[src/rtl/pwm_tmr_pkg.sv]
package pwm_tmr_pkg;
  typedef enum logic [1:0] {
    SEL_HIGH = 2'd0,
    SEL_TOP  = 2'd1,
    SEL_DUTY = 2'd2,
    SEL_NONE = 2'd3
  } reg_sel_e;
endpackage

[src/rtl/pwm_bus_port.sv]
module pwm_bus_port
  import pwm_tmr_pkg::*;
#(
  parameter int VAL_W = 10,
  parameter int BUS_W = 8
) (
  input  logic             clk,
  input  logic             rst_n,
  input  logic             wr_strobe,
  input  logic [1:0]       wr_sel,
  input  logic [BUS_W-1:0] wr_data,
  output logic             top_wr,
  output logic             duty_wr,
  output logic [VAL_W-1:0] wr_value
);
  localparam int HI_W = VAL_W - BUS_W;

  logic             stg_vld;
  reg_sel_e         stg_sel;
  logic [BUS_W-1:0] stg_data;
  logic [HI_W-1:0]  hi_q;

  // input stage: registers the request so control reaches the timer logic one edge later
  always_ff @(posedge clk) begin
    if (!rst_n) begin
      stg_vld  <= 1'b0;
      stg_sel  <= SEL_NONE;
      stg_data <= '0;
    end else begin
      stg_vld  <= wr_strobe;
      stg_sel  <= reg_sel_e'(wr_sel);
      stg_data <= wr_data;
    end
  end

  always_ff @(posedge clk) begin
    if (!rst_n) begin
      hi_q <= '0;
    end else if (stg_vld && stg_sel == SEL_HIGH) begin
      hi_q <= stg_data[HI_W-1:0];
    end
  end

  assign top_wr   = stg_vld && (stg_sel == SEL_TOP);
  assign duty_wr  = stg_vld && (stg_sel == SEL_DUTY);
  assign wr_value = {hi_q, stg_data};

  assert_commit_source_R7: assert property (@(posedge clk) disable iff (!rst_n)
    (top_wr || duty_wr) |-> ($past(wr_strobe) && $past(wr_sel) != 2'd0 && $past(wr_sel) != 2'd3));

  assert_latch_hold_R7: assert property (@(posedge clk) disable iff (!rst_n)
    !(stg_vld && stg_sel == SEL_HIGH) |=> $stable(hi_q));
endmodule

[src/rtl/pwm_buffered_reg.sv]
module pwm_buffered_reg #(
  parameter int W         = 10,
  parameter int RESET_VAL = 0,
  parameter int CLAMP     = 0,
  parameter int MIN_VAL   = 3
) (
  input  logic         clk,
  input  logic         rst_n,
  input  logic         wr,
  input  logic [W-1:0] wr_value,
  input  logic         load,
  output logic [W-1:0] active
);
  localparam logic [W-1:0] RST_L = W'(RESET_VAL);
  localparam logic [W-1:0] MIN_L = W'(MIN_VAL);

  logic [W-1:0] shadow_q;
  logic [W-1:0] active_q;
  logic [W-1:0] wr_fixed;

  generate
    if (CLAMP != 0) begin : g_floor
      assign wr_fixed = (wr_value < MIN_L) ? MIN_L : wr_value;
    end else begin : g_pass
      assign wr_fixed = wr_value;
    end
  endgenerate

  always_ff @(posedge clk) begin
    if (!rst_n) begin
      shadow_q <= RST_L;
    end else if (wr) begin
      shadow_q <= wr_fixed;
    end
  end

  always_ff @(posedge clk) begin
    if (!rst_n) begin
      active_q <= RST_L;
    end else if (load) begin
      active_q <= shadow_q;
    end
  end

  assign active = active_q;

  assert_active_hold_R5: assert property (@(posedge clk) disable iff (!rst_n)
    !load |=> $stable(active_q));

  assert_shadow_hold_R5: assert property (@(posedge clk) disable iff (!rst_n)
    !wr |=> $stable(shadow_q));

  generate
    if (CLAMP != 0) begin : g_floor_chk
      assert_top_floor_R6: assert property (@(posedge clk) disable iff (!rst_n)
        (shadow_q >= MIN_L) && (active_q >= MIN_L));
    end
  endgenerate
endmodule

[src/rtl/pwm_counter.sv]
module pwm_counter #(
  parameter int W = 10
) (
  input  logic         clk,
  input  logic         rst_n,
  input  logic         ce,
  input  logic [W-1:0] top,
  output logic [W-1:0] cnt,
  output logic         wrap,
  output logic         done
);
  logic [W-1:0] cnt_q;
  logic         done_q;

  assign wrap = ce && (cnt_q == top);

  always_ff @(posedge clk) begin
    if (!rst_n) begin
      cnt_q  <= '0;
      done_q <= 1'b0;
    end else begin
      done_q <= wrap;
      if (wrap) begin
        cnt_q <= '0;
      end else if (ce) begin
        cnt_q <= cnt_q + 1'b1;
      end
    end
  end

  assign cnt  = cnt_q;
  assign done = done_q;

  assert_count_bound_R3: assert property (@(posedge clk) disable iff (!rst_n)
    cnt_q <= top);

  assert_stall_R2: assert property (@(posedge clk) disable iff (!rst_n)
    !ce |=> $stable(cnt_q));

  assert_step_R2: assert property (@(posedge clk) disable iff (!rst_n)
    (ce && cnt_q != top) |=> (cnt_q == $past(cnt_q) + 1'b1));

  assert_wrap_zero_R3: assert property (@(posedge clk) disable iff (!rst_n)
    (ce && cnt_q == top) |=> (cnt_q == '0));
endmodule

[src/rtl/buffered_pwm_timer.sv]
module buffered_pwm_timer
  import pwm_tmr_pkg::*;
#(
  parameter int CNT_W   = 10,
  parameter int BUS_W   = 8,
  parameter int MIN_TOP = 3
) (
  input  logic             clk,
  input  logic             rst_n,
  input  logic             tick_en,
  input  logic             wr_strobe,
  input  logic [1:0]       wr_sel,
  input  logic [BUS_W-1:0] wr_data,
  output logic [CNT_W-1:0] count,
  output logic             pwm_out,
  output logic             period_done
);
  localparam int TOP_RST = (1 << CNT_W) - 1;

  logic             top_wr;
  logic             duty_wr;
  logic [CNT_W-1:0] wr_value;
  logic [CNT_W-1:0] top_act;
  logic [CNT_W-1:0] duty_act;
  logic [CNT_W-1:0] cnt;
  logic             wrap;
  logic             done;

  pwm_bus_port #(.VAL_W(CNT_W), .BUS_W(BUS_W)) u_bus (
    .clk      (clk),
    .rst_n    (rst_n),
    .wr_strobe(wr_strobe),
    .wr_sel   (wr_sel),
    .wr_data  (wr_data),
    .top_wr   (top_wr),
    .duty_wr  (duty_wr),
    .wr_value (wr_value)
  );

  pwm_buffered_reg #(.W(CNT_W), .RESET_VAL(TOP_RST), .CLAMP(1), .MIN_VAL(MIN_TOP)) u_top (
    .clk     (clk),
    .rst_n   (rst_n),
    .wr      (top_wr),
    .wr_value(wr_value),
    .load    (wrap),
    .active  (top_act)
  );

  pwm_buffered_reg #(.W(CNT_W), .RESET_VAL(0), .CLAMP(0), .MIN_VAL(0)) u_duty (
    .clk     (clk),
    .rst_n   (rst_n),
    .wr      (duty_wr),
    .wr_value(wr_value),
    .load    (wrap),
    .active  (duty_act)
  );

  pwm_counter #(.W(CNT_W)) u_cnt (
    .clk  (clk),
    .rst_n(rst_n),
    .ce   (tick_en),
    .top  (top_act),
    .cnt  (cnt),
    .wrap (wrap),
    .done (done)
  );

  assign count       = cnt;
  assign pwm_out     = (cnt < duty_act);
  assign period_done = done;

  assert_done_at_zero_R4: assert property (@(posedge clk) disable iff (!rst_n)
    period_done |-> (count == '0));

  assert_done_single_R4: assert property (@(posedge clk) disable iff (!rst_n)
    period_done |=> !period_done);

  assert_pwm_zero_duty_R8: assert property (@(posedge clk) disable iff (!rst_n)
    (duty_act == '0) |-> !pwm_out);
endmodule

[config.mk]
export PLATFORM = sky130hd
export DESIGN_NAME = buffered_pwm_timer
export DESIGN_NICKNAME = d
export VERILOG_FILES = /design/src/rtl/pwm_tmr_pkg.sv /design/src/rtl/pwm_bus_port.sv /design/src/rtl/pwm_buffered_reg.sv /design/src/rtl/pwm_counter.sv /design/src/rtl/buffered_pwm_timer.sv
export SDC_FILE = /design/constraint.sdc
export NUM_CORES = 1
export LEC_CHECK = 0
export ABC_CLOCK_PERIOD_IN_PS = 1600
export BUFFER_PORTS_ARGS = -buffer_cell sky130_fd_sc_hd__buf_2
export CORE_MARGIN = 4
export CORE_UTILIZATION = 36
export DETAILED_ROUTE_END_ITERATION = 16
export GPL_ROUTABILITY_DRIVEN = 1
export SLEW_MARGIN = 20
export SYNTH_ARGS = -nofsm -noshare
export SYNTH_HDL_FRONTEND = slang
export SYNTH_HIERARCHICAL = 1
export SYNTH_SLANG_ARGS = --single-unit
[constraint.sdc]
create_clock -name clk -period 1.6 [get_ports clk]
set_input_delay 0.4 -clock clk [delete_from_list [all_inputs] [get_ports clk]]
set_output_delay 0.4 -clock clk [all_outputs]
set_load 0.02 [all_outputs]
==> results.py, run 1 <==
metrics = {
    "logic_synthesis": {
        "ys_async_sr_fraction_pct": 0,
        "syn_area_um2": 2760,
        "avgSynthCellArea_um2": 10.5,
        "synth_edf_count": 0,
        "ys_ff_latch": 64,
        "synth-simple-area-share_pct": 20.1,
        "ys_types": 34,
        "synth_compound_area_share_pct": 3.49,
        "synthesis.nets": 288,
        "ys.flop_type": "dfxtp_1",
        "synthXorXnorAreaFrac_pct": 6.30,
        "synth_fa_ha_area_share_pct": 4.53,
        "synthCells": 264,
        "synthMuxAreaShare_pct": 14.9,
        "yosysWarnings": 6,
        "synth_seq_area_share_pct": 46.4,
        "synth_top_family_by_area": "simple AND/OR/NAND/NOR gates",
    },
    "die": {
        "start_util_pct": 37.5,
        "io_pins": 26,
        "die_y_um": 95.6,
        "core_um2": 7370,
        "row_count": 31,
        "die-area_um2": 9140,
        "die_w_um": 95.6,
    },
    "pwr": {
        "p_comb_share_pct": 5.3,
        "cellLeakagePower_nw": 1.41,
        "seqPwrFrac_pct": 48.8,
        "peakVddDrop_uv": 601,
        "p_per_area_nw_per_um2": 930,
        "pwr-share-clk_pct": 45.8,
        "internal_power_mw": 2.61,
        "p_switching_mw": 0.766,
        "swShare_pct": 22.7,
    },
    "sta": {
        "finalWorstSetupSlack_ns": -0.344,
        "tightest_slew_ns": 0.256,
        "drv_slew": 0,
        "max_freq_mhz": 514,
        "whs_ns": 0.234,
        "slew-limit-headroom_pct": 82.9,
        "rsz0062_at_grt": "yes",
        "post-route-min-period_ns": 1.94,
        "finalCritPeriodShare_pct": 121,
        "finalSetupViolations": 10,
        "skew_ns": 0.00302,
        "hold_violations": 0,
        "fin_tns_setup_ns": -0.456,
    },
    "global_routing": {
        "grt_usage_pct": 13.6,
        "grt_pass1_vias": 1887,
        "grt_max_degree": 23,
        "overflow": 0,
        "antenna_found_initial": 0,
        "grt_pass1_wl_mm": 9.18,
    },
    "worst_hold_path": {
        "min_from": "wr_sel[1]",
        "hold_path.class": "input port to flip-flop",
        "min_to": "u_bus/stg_sel[1]",
        "min_path_cells": 2,
    },
    "route": {
        "wl_mm": 5.43,
        "drt_iter0_markers": 58,
        "wl_per_cell_um": 12.8,
        "route.met2.wl_mm": 2.33,
        "drc": 0,
        "ant_nets": 0,
        "dr.pass1.iters": 4,
        "num_vias": 1876,
        "routed_via_density": 4.41,
        "top_layer_used": "met4",
        "route.met3.wl_um": 293,
        "wl_met1_mm": 2.73,
    },
    "critical_path": {
        "cp_num_buf_inv": 1,
        "critPathTopFamily": "compound AO/OA/AOI/OAI gates",
        "r2r_slack_ns": -0.03,
        "critPathLaunchType": "flip-flop",
        "cp-startpoint": "u_cnt/cnt[4]",
        "cp_data_required_time_ns": 1.20,
        "r2r_cells": 7,
        "endpoint_kind": "output port",
        "r2r_end": "u_top/active[6]",
        "worstReg2RegStart": "u_cnt/cnt[5]",
        "critPathSlowestCell": "dfxtp_4",
        "cp_max_fo": 3,
        "cp_common_cell": "a21oi_2",
        "arrival_ns": 1.54,
        "path_class": "flip-flop to output port",
        "crit_path_cell_trace": "ha_4, a21oi_2, nand2_1, o2bb2ai_2, a21oi_2, buf_4",
        "cpPeakStageDelay_ns": 0.36,
    },
    "outcome": {
        "status": "finished, violations left",
        "violations": "negative setup slack",
    },
    "cts": {
        "cts_tree": "yes",
        "ctsHoldBuffers": 0,
        "ctsRootBufferMaster": "clkbuf_8",
        "htreeDepth": 3,
        "clock_latency_ns": 0.34,
        "cts_made_buffers": 9,
        "clock-sinks": 64,
        "clock_path_buffers": 2,
        "clk_pin_slew_ns": 0.07,
    },
    "cells_and_area": {
        "area_delta_synth_final_pct": 31.5,
        "drive_above_1_share_pct": 38.3,
        "layout_commonest_cell": "dfxtp_1",
        "final_cell_mix": "48 x dfxtp_1, 41 x mux2i_1, 29 x nand2_1",
        "diodes": 0,
        "design_area_um2": 3630,
        "post-route-util_pct": 49.3,
        "nNetsFinal": 345,
    },
    "placement": {
        "gp_congestion": 0.721,
        "placed_cell_area_um2": 3190,
        "hpwl_mm": 3.93,
        "portBuffers": 25,
        "pre_cts_ws_ns": -0.0624,
    },
    "flow_run": {
        "max_cap_viol_count": 0,
    },
}
power groups by stage:
stage	Combinational (mW)	Sequential, mW	Clock [mW]
3_5_place_dp	0.174	1.69	0
4_1_cts	0.182	1.65	1.60
2_1_floorplan	0.107	1.69	0
3_3_place_gp	0.172	1.68	0
5_1_grt	0.198	1.65	1.68
6_report	0.180	1.65	1.55
flip-flops by register name, summed over array words and instances, names as in the netlist:
signal and count:
u_bus/stg_data 8, u_duty/shadow_q 10, u_bus/stg_vld 1, u_cnt/cnt 10
u_bus/stg_sel 2, u_duty/active 10, u_top/active 10, u_cnt/done 1
u_bus/hi_q 2, u_top/shadow_q 10
timing repair:
action	CTS	global route
endpoints found under the hold margin	0	0
cloned	1	0
resized for setup	23	7
setup endpoints to repair	21	24
setup buffers	5	0
pin swaps	12	6
per-layer routing:
| layer | GRT usage [%] | up-vias |
|---|---|---|
| li1 | - | 995 |
| met1 | 17.7 | 836 |
| met2 | 20.2 | 36 |
| met3 | 5.68 | 9 |
| met4 | 4.62 | 0 |
| met5 | 0 | - |
synth_stat cells (2+ instances only):
cell type	instances	area [µm²]
a21oi_1	6	30.0
and2_1	2	12.5
and2_2	8	60.1
buf_4	2	15.0
buf_6	5	56.3
clkbuf_1	4	15.0
dfxtp_1	64	1280
ha_1	10	125
inv_1	9	33.8
mux2i_1	41	410
nand2_1	29	109
nand2b_1	4	25.0
nand4_1	5	31.3
nor2_1	17	63.8
nor2b_1	20	125
nor3_1	2	10.0
nor4_4	2	42.5
o21ai_1	2	10.0
xnor2_1	14	123
xor2_1	4	35.0
worst max path at each step:
stage               to  depth (start not counted)
2_1_floorplan  pwm_out                          4
3_3_place_gp   pwm_out                          6
3_5_place_dp   pwm_out                          6
4_1_cts        pwm_out                          6
5_1_grt        pwm_out                          6
6_report       pwm_out                          6
per-stage QoR:
step	power [mW]	instances
after floorplan	1.79	264
after global placement	1.86	403
after detailed placement	1.86	403
after CTS	3.43	425
after global routing	3.53	425
final	3.38	425
layout make-up:
cell class	instances	area, µm²
Fill cell	714	3740
Timing Repair Buffer	57	435
Inverter	9	33.8
Clock buffer	9	124
Sequential cell	64	1310
Multi-Input combinational cell	180	1510
Tap cell	99	124
Clock inverter	7	104
logic make-up (layout without fill, tap and decap cells):
kind of cell    after synthesis  after routing
buf+inv                      20             82
compound gates               13             13
mux                          41             41
simple gates                 97             97
flops                        64             64
fa+ha+maj                    10             10
xor+xnor                     19             19
Note: power is estimated with default switching activity, not from simulation.
==> inputs of run 2 (changes only) <==
--- a/config.mk
+++ b/config.mk
@@ -7,11 +7,14 @@
 export LEC_CHECK = 0
 export ABC_CLOCK_PERIOD_IN_PS = 1600
 export BUFFER_PORTS_ARGS = -buffer_cell sky130_fd_sc_hd__buf_2
+export CELL_PAD_IN_SITES_DETAIL_PLACEMENT = 1
+export CELL_PAD_IN_SITES_GLOBAL_PLACEMENT = 1
 export CORE_MARGIN = 4
 export CORE_UTILIZATION = 36
 export DETAILED_ROUTE_END_ITERATION = 16
 export GPL_ROUTABILITY_DRIVEN = 1
-export SLEW_MARGIN = 20
+export PLACE_DENSITY_LB_ADDON = 0.1
+export SLEW_MARGIN = 30
 export SYNTH_ARGS = -nofsm -noshare
 export SYNTH_HDL_FRONTEND = slang
 export SYNTH_HIERARCHICAL = 1
==> results.py, run 2 (synthesis gave the netlist of run 1 again) <==
metrics = {
    "global_routing": {
        "antenna_found_initial": 0,
        "overflow": 0,
        "grt_pass1_wl_mm": 10.6,
        "grt_usage_pct": 15.8,
        "grt_pass1_vias": 1990,
        "grt_max_degree": 33,
    },
    "placement": {
        "hpwl_mm": 4.51,
        "pre_cts_ws_ns": -0.106,
        "gp_congestion": 0.746,
        "dp_cells": 403,
        "portBuffers": 25,
    },
    "cells_and_area": {
        "diodes": 0,
        "layout_commonest_cell": "dfxtp_1",
        "multi_input_comb_area_um2": 1520,
        "nNetsFinal": 350,
        "drive_above_1_share_pct": 37.2,
        "final_cell_mix": "51 x dfxtp_1, 40 x mux2i_1, 30 x buf_4",
        "register_area_um2": 1310,
        "num-fill-cells": 817,
        "fin_cells": 430,
        "area_delta_synth_final_pct": 33.5,
    },
    "flow_run": {
        "max_cap_viol_count": 0,
    },
    "critical_path": {
        "cp-startpoint": "u_cnt/cnt[4]",
        "r2r_slack_ns": -0.15,
        "crit_path_cell_trace": "ha_4, a21oi_2, nand2_1, o2bb2ai_2, a21oi_2, buf_4",
        "endpoint_kind": "output port",
        "critPathSlowestCell": "dfxtp_4",
        "crit_cells": 6,
        "cp_common_cell": "a21oi_2",
        "cp_num_buf_inv": 1,
        "worstReg2RegStart": "u_cnt/cnt[4]",
        "cp_max_fo": 3,
        "path_class": "flip-flop to output port",
        "r2r_cells": 8,
        "critPathLaunchType": "flip-flop",
        "cp_data_required_time_ns": 1.20,
        "critPathTopFamily": "compound AO/OA/AOI/OAI gates",
        "crit_end": "pwm_out",
        "arrival_ns": 1.55,
        "r2r_end": "u_duty/active[1]",
        "cpPeakStageDelay_ns": 0.36,
    },
    "outcome": {
        "violations": "negative setup slack",
        "status": "finished, violations left",
    },
    "cts": {
        "clock_path_buffers": 2,
        "clock-sinks": 64,
        "htreeDepth": 3,
        "ctsHoldBuffers": 0,
        "cts_tree": "yes",
        "cts_made_buffers": 9,
        "ctsRootBufferMaster": "clkbuf_8",
        "clk_pin_slew_ns": 0.07,
        "clock_latency_ns": 0.34,
    },
    "pwr": {
        "power_mw": 3.24,
        "peakVddDrop_uv": 546,
        "cellLeakagePower_nw": 1.42,
        "p_per_area_nw_per_um2": 880,
    },
    "sta": {
        "finalCritPeriodShare_pct": 122,
        "drv_slew": 0,
        "rsz0062_at_grt": "yes",
        "whs_ns": 0.241,
        "tightest_slew_ns": 0.327,
        "max_freq_mhz": 513,
        "slew-limit-headroom_pct": 78.2,
        "finalSetupViolations": 31,
        "hold_violations": 0,
        "post-route-min-period_ns": 1.95,
        "fin_tns_setup_ns": -4.08,
        "finalWorstSetupSlack_ns": -0.351,
        "skew_ns": 0.0117,
    },
    "route": {
        "drt_iter0_markers": 58,
        "dr.pass1.iters": 4,
        "num_vias": 1961,
        "wl_mm": 6.54,
        "routed_via_density": 4.56,
        "drc": 0,
        "wl_per_cell_um": 15.2,
        "ant_nets": 0,
    },
    "die": {
        "die-area_um2": 9140,
        "die_y_um": 95.6,
        "start_util_pct": 37.5,
        "core_um2": 7370,
        "row_count": 31,
        "io_pins": 26,
        "die_w_um": 95.6,
    },
    "worst_hold_path": {
        "hold_path.class": "input port to flip-flop",
    },
}
[run 2: changes by cell type in the layout (fill, tap and decap cells not counted), sizes merged]
| cell | delta |
|---|---|
| clkbuf | +7 |
| buf | +4 |
| bufinv | -2 |
| clkinv | -2 |
| inv | -2 |
[run 2: cell type report]
cell class                 instances  area share, %
clock buffer                      15           5.40
multi-input combinational        180           41.2
inverter                           9          0.916
clock inverter                     1          0.136
timing repair buffer              62           13.5
tap                               99           3.36
sequential                        64           35.5
[run 2: report_power, final]
part / internal, mW / total, mW / switching [mW] / leakage (nW)
logic: 0.102 / 0.189 / 0.0867 / 0.793
registers: 1.62 / 1.65 / 0.0312 / 0.527
clock network: 0.794 / 1.41 / 0.612 / 0.104
total: 2.51 / 3.24 / 0.730 / 1.42
[run 2: per-stage QoR]
stage | utilization, % | instance area (µm²)
after global routing | 50.0 | 3690
after CTS | 48.3 | 3560
after global placement | 43.3 | 3190
final | 50.0 | 3690
after floorplan | - | 2810
after detailed placement | 43.3 | 3190
[run 2: worst min-delay path by stage]
| stage | to | startpoint | cells past startpoint | slack, ns |
|---|---|---|---|---|
| after global routing | u_bus/stg_sel[1] | wr_sel[1] | 2 | 0.24 |
| after CTS | u_bus/stg_sel[0] | wr_sel[0] | 2 | 0.22 |
| after floorplan | u_top/shadow_q[2] | u_top/shadow_q[2] | 2 | 0.44 |
| final | u_bus/stg_sel[0] | wr_sel[0] | 2 | 0.24 |
| after detailed placement | u_top/active[3] | u_top/shadow_q[3] | 2 | 0.47 |
| after global placement | u_top/shadow_q[2] | u_top/shadow_q[2] | 2 | 0.46 |
[run 2: per-layer routing]
metal	GRT usage, %	part of all wire, %
met5	0	0
met4	7.46	2.1
met3	3.16	2.6
met2	24.4	46
met1	21.1	49
[run 2: repair_timing]
action,4_1_cts,5_1_grt
setup buffers,6,5
gates resized for setup,18,13
pin swaps,6,6
endpoints found under the hold margin,0,0
setup endpoints to repair,21,32
gates cloned,1,1
==> inputs of run 3 (changes only) <==
--- a/config.mk
+++ b/config.mk
@@ -5,15 +5,17 @@
 export SDC_FILE = /design/constraint.sdc
 export NUM_CORES = 1
 export LEC_CHECK = 0
+export ABC_AREA = 1
 export ABC_CLOCK_PERIOD_IN_PS = 1600
 export BUFFER_PORTS_ARGS = -buffer_cell sky130_fd_sc_hd__buf_2
 export CELL_PAD_IN_SITES_DETAIL_PLACEMENT = 1
 export CELL_PAD_IN_SITES_GLOBAL_PLACEMENT = 1
 export CORE_MARGIN = 4
-export CORE_UTILIZATION = 36
+export CORE_UTILIZATION = 38
 export DETAILED_ROUTE_END_ITERATION = 16
 export GPL_ROUTABILITY_DRIVEN = 1
 export PLACE_DENSITY_LB_ADDON = 0.1
+export REMOVE_ABC_BUFFERS = 1
 export SLEW_MARGIN = 30
 export SYNTH_ARGS = -nofsm -noshare
 export SYNTH_HDL_FRONTEND = slang
==> results.py, run 3 <==
metrics = {
    "outcome": {
        "status": "finished, violations left",
        "violations": "negative setup slack",
    },
    "sta": {
        "rsz0062_at_grt": "yes",
        "drv_slew": 0,
        "finalSetupViolations": 1,
        "hold_violations": 0,
        "finalWorstSetupSlack_ns": -0.336,
        "max_freq_mhz": 517,
        "tightest_slew_ns": 0.440,
        "finalCritPeriodShare_pct": 121,
        "skew_ns": 0.00702,
        "post-route-min-period_ns": 1.94,
        "slew-limit-headroom_pct": 70.6,
    },
    "critical_path": {
        "endpoint_kind": "output port",
        "arrival_ns": 1.54,
        "path_class": "flip-flop to output port",
        "r2r_slack_ns": 0.12,
        "r2r_end": "u_duty/active[0]",
        "cp_data_required_time_ns": 1.20,
        "worstReg2RegStart": "u_cnt/cnt[0]",
        "crit_end": "pwm_out",
        "cp_max_fo": 5,
        "critPathLaunchType": "flip-flop",
        "r2r_cells": 9,
        "cp-startpoint": "u_cnt/cnt[3]",
    },
    "cts": {
        "cts_tree": "yes",
        "clock_path_buffers": 2,
        "ctsHoldBuffers": 0,
        "cts_made_buffers": 9,
        "ctsRootBufferMaster": "clkbuf_8",
        "htreeDepth": 3,
        "clock_latency_ns": 0.34,
        "clock-sinks": 64,
        "clk_pin_slew_ns": 0.07,
    },
    "die": {
        "die_w_um": 97.3,
        "die-area_um2": 9460,
        "die_y_um": 97.3,
        "start_util_pct": 39.2,
        "io_pins": 26,
        "row_count": 32,
        "core_um2": 7730,
    },
    "logic_synthesis": {
        "yosysWarnings": 6,
        "synth_edf_count": 0,
        "avgSynthCellArea_um2": 6.73,
        "netlist_top_cells_count": "154 x nand2_1, 72 x inv_1, 68 x nor2_1",
        "synth_top_cell_by_area": "dfxtp_1",
        "syn_area_um2": 3030,
        "post-synth-top-count-cell": "nand2_1",
        "synth_seq_area_share_pct": 42.3,
        "yosys.area.top_type_share_pct": 42.3,
        "ys_async_sr_fraction_pct": 0,
        "synth_area_leaders": "dfxtp_1 42%, nand2_1 19%, inv_1 8.9%",
        "ys_ff_latch": 64,
        "synthCells": 450,
        "ys_types": 24,
        "ys.flop_type": "dfxtp_1",
    },
    "route": {
        "num_vias": 2743,
        "routed_via_density": 4.47,
        "dr.pass1.iters": 4,
        "drt_iter0_markers": 65,
        "wl_per_cell_um": 13.0,
        "drc": 0,
        "ant_nets": 0,
        "wl_mm": 7.99,
    },
    "global_routing": {
        "grt_pass1_vias": 2940,
        "antenna_found_initial": 0,
        "grt_pass1_wl_mm": 13.2,
        "grt_usage_pct": 17.0,
        "grt_max_degree": 31,
        "overflow": 0,
    },
    "cells_and_area": {
        "area_delta_synth_final_pct": 28.4,
        "layout_commonest_cell": "nand2_1",
        "num-fill-cells": 1030,
        "drive_above_1_share_pct": 27.5,
        "diodes": 0,
        "nNetsFinal": 531,
        "final_cell_mix": "143 x nand2_1, 67 x nor2_1, 62 x inv_1",
    },
    "placement": {
        "pre_cts_ws_ns": -0.0696,
        "hpwl_mm": 5.55,
        "gp_congestion": 0.795,
        "portBuffers": 25,
    },
    "flow_run": {
        "max_cap_viol_count": 0,
    },
    "pwr": {
        "power_mw": 3.22,
        "cellLeakagePower_nw": 1.90,
        "p_per_area_nw_per_um2": 827,
        "peakVddDrop_uv": 424,
    },
    "worst_hold_path": {
        "hold_path.class": "input port to flip-flop",
    },
}
run 3: changes by cell type in the layout (fill, tap and decap cells not counted), sizes merged, moves of 10 or more:
cell | before | now
inv | 9 | 73
xnor2 | 15 | 2
mux2i | 41 | 0
nand3 | 2 | 29
nor2b | 20 | 0
nand2 | 30 | 157
nor2 | 17 | 77
and2 | 10 | 0
run 3: cell type report:
class / instances / area [µm²] / area share (%)
multi-input combinational: 299 / 1540 / 39.5
timing repair buffer: 58 / 430 / 11.1
clock buffer: 10 / 128 / 3.28
clock inverter: 6 / 60.1 / 1.54
sequential: 64 / 1320 / 33.8
tap: 102 / 128 / 3.28
inverter: 75 / 292 / 7.50
run 3: cells by family (layout without fill, tap and decap cells):
family                     after synthesis  in the layout  synth area share (%)
and+or+nand+nor                        269            269                  36.5
buffers and inverters                   87            149                  12.6
DFF                                     64             64                  42.3
AOI/OAI and AO/OA                       14             14                  2.77
adders and majority gates               10             10                  4.13
xor gates and xnor gates                 6              6                  1.73
run 3: critical path, stage by stage (launching register included):
cell and delay, ns:
dfxtp_4 0.37, ha_4 0.25, nand2_1 0.08, nand2_1 0.06, nand2_1 0.06, nand2_1 0.05
nand2_1 0.05, nand2_1 0.05, nor2_1 0.10, buf_4 0.14
run 3: report_power, final:
part	internal [mW]	switching, mW	leakage (nW)
clock	0.711	0.640	0.0920
combinational	0.0882	0.125	1.28
sequential	1.62	0.0310	0.531
total	2.42	0.796	1.90
run 3: worst min-delay path by stage:
| stage | startpoint | end | slack (ns) | cells past startpoint |
|---|---|---|---|---|
| final | wr_sel[0] | u_bus/stg_sel[0] | 0.23 | 3 |
| after global routing | wr_sel[1] | u_bus/stg_sel[1] | 0.23 | 3 |
| after CTS | wr_sel[0] | u_bus/stg_sel[0] | 0.22 | 3 |
| after detailed placement | u_top/shadow_q[9] | u_top/shadow_q[9] | 0.45 | 2 |
| after global placement | u_top/shadow_q[9] | u_top/shadow_q[9] | 0.44 | 2 |
| after floorplan | u_top/shadow_q[9] | u_top/shadow_q[9] | 0.43 | 2 |
run 3: metrics by stage:
stage                     area, µm²  util (%)  setup TNS, ns  std cells  hold WS (ns)
after floorplan                2930         -          -8.18        438         0.429
after global placement         3390      43.9         -0.311        591         0.439
after detailed placement       3390      43.9         -0.664        591         0.451
after CTS                      3700      47.9         -0.351        608         0.218
after global routing           3890      50.3         -0.469        614         0.226
final                          3890      50.3         -0.336        614         0.229
run 3: repair_timing:
action	in CTS	in global routing
gates cloned	0	3
pin swaps	8	18
endpoints found under the hold margin	0	0
resized for setup	38	30
buffers inserted	1	4
setup endpoints to repair	11	23
run 3: per-layer routing:
metal / part of all wire (%) / global-route usage, % / wire length (µm) / up-vias
met5: 0 / 0 / 0 / -
met4: 2.0 / 7.03 / 158 / 0
met3: 2.4 / 3.16 / 192 / 10
met2: 49 / 29.8 / 3940 / 35
met1: 46 / 20.3 / 3690 / 1247
li1: - / - / - / 1451
